`src/rtl/seq_count_pkg.sv`:
```
package seq_count_pkg;

    // Controller state codes; code 2'b10 is left unused
    typedef enum logic [1:0] {
        ST_IDLE = 2'b00,
        ST_RUN  = 2'b01,
        ST_FIN  = 2'b11
    } ctl_state_e;

    // Commands from controller to datapath
    typedef struct packed {
        logic clr_a;
        logic clr_f;
        logic inc_a;
        logic ld_e;
        logic set_f;
    } dp_cmd_t;

    // Status bits from datapath to controller
    typedef struct packed {
        logic bit_lo;
        logic bit_hi;
    } dp_stat_t;

    // Decoded state lines
    typedef struct packed {
        logic idle;
        logic run;
        logic fin;
    } st_dec_t;

    function automatic ctl_state_e next_state(ctl_state_e cur, logic go, dp_stat_t s);
        ctl_state_e nx;
        case (cur)
            ST_IDLE: nx = go ? ST_RUN : ST_IDLE;
            ST_RUN:  nx = (s.bit_lo && s.bit_hi) ? ST_FIN : ST_RUN;
            ST_FIN:  nx = ST_IDLE;
            default: nx = ST_IDLE;
        endcase
        return nx;
    endfunction

    function automatic st_dec_t decode(logic [1:0] code);
        st_dec_t d;
        d.idle = (code == 2'b00);
        d.run  = (code == 2'b01);
        d.fin  = (code == 2'b11);
        return d;
    endfunction

    function automatic dp_cmd_t make_cmd(st_dec_t d, logic go);
        dp_cmd_t c;
        c.clr_a = d.idle & go;
        c.clr_f = d.idle & go;
        c.inc_a = d.run;
        c.ld_e  = d.run;
        c.set_f = d.fin;
        return c;
    endfunction

endpackage

```
`src/rtl/asm_state_dec.sv`:
```
module asm_state_dec
    import seq_count_pkg::*;
(
    input  logic [1:0] code,
    output st_dec_t    dec
);
    always_comb dec = decode(code);
endmodule

```
`src/rtl/asm_ctrl.sv`:
```
module asm_ctrl
    import seq_count_pkg::*;
(
    input  logic     clk,
    input  logic     rst,
    input  logic     start,
    input  dp_stat_t stat,
    output dp_cmd_t  cmd,
    output st_dec_t  dec
);
    ctl_state_e state_q;
    ctl_state_e state_d;

    always_comb state_d = next_state(state_q, start, stat);

    always_ff @(posedge clk) begin
        if (rst) state_q <= ST_IDLE;
        else     state_q <= state_d;
    end

    asm_state_dec u_dec (
        .code (state_q),
        .dec  (dec)
    );

    always_comb cmd = make_cmd(dec, start);

    // Assertions
    assert_legal_code_R8: assert property (@(posedge clk) disable iff (rst)
        state_q != 2'b10);
    assert_onehot_dec_R8: assert property (@(posedge clk) disable iff (rst)
        $onehot(dec));
    assert_idle_wait_R2: assert property (@(posedge clk) disable iff (rst)
        (dec.idle && !start) |=> dec.idle);
    assert_idle_go_R3: assert property (@(posedge clk) disable iff (rst)
        (dec.idle && start) |=> dec.run);
    assert_run_exit_R6: assert property (@(posedge clk) disable iff (rst)
        (dec.run && stat.bit_lo && stat.bit_hi) |=> dec.fin);
    assert_run_stay_R6: assert property (@(posedge clk) disable iff (rst)
        (dec.run && !(stat.bit_lo && stat.bit_hi)) |=> dec.run);
    assert_fin_return_R7: assert property (@(posedge clk) disable iff (rst)
        dec.fin |=> dec.idle);
endmodule

```
`src/rtl/asm_dp.sv`:
```
module asm_dp
    import seq_count_pkg::*;
#(
    parameter int CNT_W = 4,
    parameter int LO_IDX = 1,
    parameter int HI_IDX = 2
) (
    input  logic             clk,
    input  logic             rst,
    input  dp_cmd_t          cmd,
    output logic [CNT_W-1:0] a_q,
    output logic             e_q,
    output logic             f_q,
    output dp_stat_t         stat
);
    localparam logic [CNT_W-1:0] ONE = {{(CNT_W-1){1'b0}}, 1'b1};

    always_ff @(posedge clk) begin
        if (rst) begin
            a_q <= '0;
            e_q <= 1'b0;
            f_q <= 1'b0;
        end else begin
            if (cmd.clr_a)      a_q <= '0;
            else if (cmd.inc_a) a_q <= a_q + ONE;
            if (cmd.ld_e)       e_q <= a_q[LO_IDX];
            if (cmd.clr_f)      f_q <= 1'b0;
            else if (cmd.set_f) f_q <= 1'b1;
        end
    end

    always_comb begin
        stat.bit_lo = a_q[LO_IDX];
        stat.bit_hi = a_q[HI_IDX];
    end

    // Assertions
    assert_count_step_R4: assert property (@(posedge clk) disable iff (rst)
        cmd.inc_a |=> a_q == $past(a_q) + ONE);
    assert_e_copy_R5: assert property (@(posedge clk) disable iff (rst)
        cmd.ld_e |=> e_q == $past(a_q[LO_IDX]));
    assert_clear_R3: assert property (@(posedge clk) disable iff (rst)
        (cmd.clr_a && cmd.clr_f) |=> (a_q == '0) && !f_q);
    assert_e_keep_R3: assert property (@(posedge clk) disable iff (rst)
        !cmd.ld_e |=> $stable(e_q));
    assert_a_hold_R2: assert property (@(posedge clk) disable iff (rst)
        (!cmd.clr_a && !cmd.inc_a) |=> $stable(a_q));
    assert_f_set_R7: assert property (@(posedge clk) disable iff (rst)
        cmd.set_f |=> f_q);
endmodule

```
`src/rtl/seq_count_asm.sv`:
```
module seq_count_asm
    import seq_count_pkg::*;
#(
    parameter int CNT_W = 4,
    parameter int LO_IDX = 1,
    parameter int HI_IDX = 2
) (
    input  logic             clk,
    input  logic             rst,
    input  logic             start,
    output logic [CNT_W-1:0] cnt_a,
    output logic             flag_e,
    output logic             flag_f,
    output logic             st_idle,
    output logic             st_run,
    output logic             st_fin
);
    dp_cmd_t  cmd;
    dp_stat_t stat;
    st_dec_t  dec;

    asm_ctrl u_ctrl (
        .clk   (clk),
        .rst   (rst),
        .start (start),
        .stat  (stat),
        .cmd   (cmd),
        .dec   (dec)
    );

    asm_dp #(
        .CNT_W  (CNT_W),
        .LO_IDX (LO_IDX),
        .HI_IDX (HI_IDX)
    ) u_dp (
        .clk  (clk),
        .rst  (rst),
        .cmd  (cmd),
        .a_q  (cnt_a),
        .e_q  (flag_e),
        .f_q  (flag_f),
        .stat (stat)
    );

    assign st_idle = dec.idle;
    assign st_run  = dec.run;
    assign st_fin  = dec.fin;

    // Assertion across the block outputs
    assert_fin_flags_R9: assert property (@(posedge clk) disable iff (rst)
        st_fin |=> flag_f && st_idle);
endmodule

```
`config.mk`:
```
export PLATFORM = sky130hd
export DESIGN_NAME = seq_count_asm
export DESIGN_NICKNAME = d
export VERILOG_FILES = /design/src/rtl/seq_count_pkg.sv /design/src/rtl/asm_state_dec.sv /design/src/rtl/asm_ctrl.sv /design/src/rtl/asm_dp.sv /design/src/rtl/seq_count_asm.sv
export SDC_FILE = /design/constraint.sdc
export NUM_CORES = 1
export LEC_CHECK = 0
export BUFFER_PORTS_ARGS = -buffer_cell sky130_fd_sc_hd__buf_4
export CORE_AREA = 2 2 39 41
export CTS_BUF_LIST = sky130_fd_sc_hd__clkbuf_8
export DETAILED_ROUTE_END_ITERATION = 8
export DIE_AREA = 0 0 41 43
export GPL_TIMING_DRIVEN = 0
export REMOVE_ABC_BUFFERS = 1
export SETUP_SLACK_MARGIN = 0.1
export SLEW_MARGIN = 20
export SYNTH_ARGS = -nofsm -noshare
export SYNTH_HDL_FRONTEND = slang
export SYNTH_HIERARCHICAL = 1
export SYNTH_SLANG_ARGS = --single-unit
```
`constraint.sdc`:
```
create_clock -name clk -period 1.22 [get_ports clk]
set_input_delay 0.122 -clock clk [delete_from_list [all_inputs] [get_ports clk]]
set_output_delay 0.122 -clock clk [all_outputs]
set_load 0.01 [all_outputs]
```
==> impl_metrics.env <==
export IMPL_p_leak_nw=0.2237
export IMPL_crit_chain="nor2b_4 > nand4_1 > mux2_4"
export IMPL_synth_seq_cells=8
export IMPL_syn_inst=39
export IMPL_drt_wl_total_um=721
export IMPL_drt_pass1_iterations=2
export IMPL_cp_slowest_stage_delay_ns=0.36
export IMPL_antenna_found_initial=0
export IMPL_detail_route_vias_per_cell=4.484
export IMPL_core_um2=1384
export IMPL_stdcell_area_um2=513.0
export IMPL_setup_tns_ns=0
export IMPL_dieArea_um2=1763
export IMPL_clock_path_buffers=2
export IMPL_slew_violations=0
export IMPL_cpMaxStageDelayCell="dfxtp_4"
export IMPL_clock_sinks=8
export IMPL_slew_headroom=0.8747
export IMPL_grt_pass1_vias=225
export IMPL_placed_cells=60
export IMPL_hp_class="in2reg"
export IMPL_fin_crit_sh=0.8989
export IMPL_path_max_fanout=5
export IMPL_gp_congestion=0.6390
export IMPL_num_nets_final=54
export IMPL_setup_viol=0
export IMPL_worst_pin_slew_ns=0.1877
export IMPL_final_core_util=0.3707
export IMPL_syn_avg_cell_area_um2=9.657
export IMPL_grt_use_total=0.09557
export IMPL_crit_required_ns=1.33
export IMPL_maxCapViolCount=0
export IMPL_ant_nets=0
export IMPL_rsz0062_at_grt="yes"
export IMPL_cts_hold_buffers=0
export IMPL_path_buf_inv=0
export IMPL_die_y_um=43
export IMPL_h_tree_depth=1
export IMPL_fin_crit_ns=1.097
export IMPL_ios=12
export IMPL_grt_max_degree=8
export IMPL_die_width_um=41
export IMPL_placementRows=14
export IMPL_layout_drive_gt1_share=0.5417
export IMPL_ir_drop_v=0.0008862
export IMPL_cp_top_family="flip-flops"
export IMPL_final_cells=64
export IMPL_grt_pass1_wl_um=1014
export IMPL_ys_seq_area_frac=0.4252
export IMPL_wl_per_cell_um=11.27
export IMPL_cts_root_buf="clkbuf_8"
export IMPL_final_hold_violation_count=0
export IMPL_portBuffers=11
export IMPL_clk_latency_ns=0.23
export IMPL_area_delta_synth_final_pct=36.21
export IMPL_synth_cell_types=18
export IMPL_cts_buffers=3
export IMPL_crit_type="reg2reg"
export IMPL_endpoint_kind="flop"
export IMPL_power_density_nw_per_um2=1278
export IMPL_vias=287
export IMPL_clock_skew_ns=0.0002452
export IMPL_start_util=0.2722
export IMPL_num_antenna_cells=0
export IMPL_route_detailed_drc=0
export IMPL_synth_cell_area_um2=376.6
export IMPL_gr_total_overflow=0
export IMPL_clk_pin_slew_ns=0.04
export IMPL_drtIter0Drc=3
export IMPL_arrival_ns=1.21
export IMPL_status="complete, no violations"
export IMPL_place_area_um2=434.2
export IMPL_cts_tree="done"
export IMPL_max_freq_mhz=911.8
export IMPL_hpwl_um=471.3
export IMPL_start_kind="flop"
export IMPL_yosys_warnings=6
[flip-flops by register name, summed over array words and instances, names as in the netlist]
name and flops:
u_dp/e_q 1, u_dp/f_q 1, u_ctrl/state_q 2, u_dp/a_q 4
[report_power, final]
group	switching [W]	leakage, nW	total (W)	internal [W]
Clock	0.000104	0.0216	0.000318	0.000214
Sequential	0.00000747	0.0662	0.000273	0.000266
Combinational	0.0000285	0.136	0.0000645	0.0000360
[layout by cell type, fill, tap and decap left out]
cell,netlist,final
nor2b_4,0,1
nand3_1,1,1
mux2_4,0,1
clkbuf_8,0,3
xnor2_1,1,1
nor3_1,2,2
or2_4,0,1
and2_1,2,1
mux2i_1,2,2
nand4_1,1,1
and2_4,0,1
nor3b_1,1,1
nor2_1,6,5
a21oi_2,0,1
nand3b_1,1,1
a21bo_2,1,1
nor2_2,0,1
dfxtp_4,0,2
ha_1,1,1
dfxtp_1,8,6
nor3_2,2,2
buf_4,6,12
[cell usage after synthesis]
| cell type | instances | share of area |
|---|---|---|
| xnor2_1 | 1 | 0.023 |
| nand3_1 | 1 | 0.013 |
| nand4_1 | 1 | 0.017 |
| a21oi_1 | 1 | 0.013 |
| mux2i_1 | 2 | 0.053 |
| a21bo_2 | 1 | 0.027 |
| or2_2 | 1 | 0.017 |
| ha_1 | 1 | 0.033 |
| nor2b_1 | 1 | 0.017 |
| dfxtp_1 | 8 | 0.43 |
| nor2_1 | 6 | 0.060 |
| nand3b_1 | 1 | 0.020 |
| buf_4 | 6 | 0.12 |
| nor3_1 | 2 | 0.027 |
| nor3b_1 | 1 | 0.020 |
| mux2_1 | 1 | 0.030 |
| nor3_2 | 2 | 0.053 |
| and2_1 | 2 | 0.033 |
[stage by stage]
stage | setup slack, ns | power, W | hold WS (ns)
final | 0.1233 | 0.0006557 | 0.1066
after global routing | 0.07740 | 0.0006972 | 0.1105
after detailed placement | -0.3152 | 0.0003339 | 0.3497
after global placement | -0.2940 | 0.0003329 | 0.3509
after floorplan | -0.2413 | 0.0003083 | 0.1929
after CTS | 0.1111 | 0.0006642 | 0.1024
[cells by family (layout without fill, tap and decap cells)]
family	after synthesis	after routing	synth area share
simple gates	18	18	0.2758
mux	3	3	0.08306
buf+inv	6	15	0.1196
compound gates	2	2	0.03986
xor+xnor	1	1	0.02326
flops	8	8	0.4252
fa+ha+maj	1	1	0.03322
[repair_timing]
item | CTS | global route
pin swaps | 0 | 1
resized for setup | 6 | 5
buffers inserted | 1 | 0
setup endpoints to repair | 6 | 4
gates cloned | 0 | 0
[final timing paths]
kind,slack [ns],start,endpoint,cells after the start
worst max-delay path,0.12,u_ctrl/state_q[0],u_dp/a_q[3],3
worst min-delay path,0.11,rst,u_ctrl/state_q[1],2
worst max register to register,0.12,u_ctrl/state_q[0],u_dp/a_q[3],3
worst min register to register,0.47,u_ctrl/state_q[1],u_ctrl/state_q[1],1
[area by class of cell]
class / count / area [um^2]
fill: 145 / 870.8
multi-input combinational: 25 / 193.9
sequential: 8 / 167.7
clock buffer: 3 / 41.29
tap: 16 / 20.02
timing repair buffer: 12 / 90.09
[layer usage]
layer / GRT usage / vias to the layer above / wire length, um
met3: 0.07853 / 0 / 77
met4: 0.06000 / 0 / 0
met5: 0 / - / 0
met1: 0.1230 / 130 / 335
met2: 0.1031 / 13 / 308
li1: - / 144 / -
(Power assumes the default switching activity.)
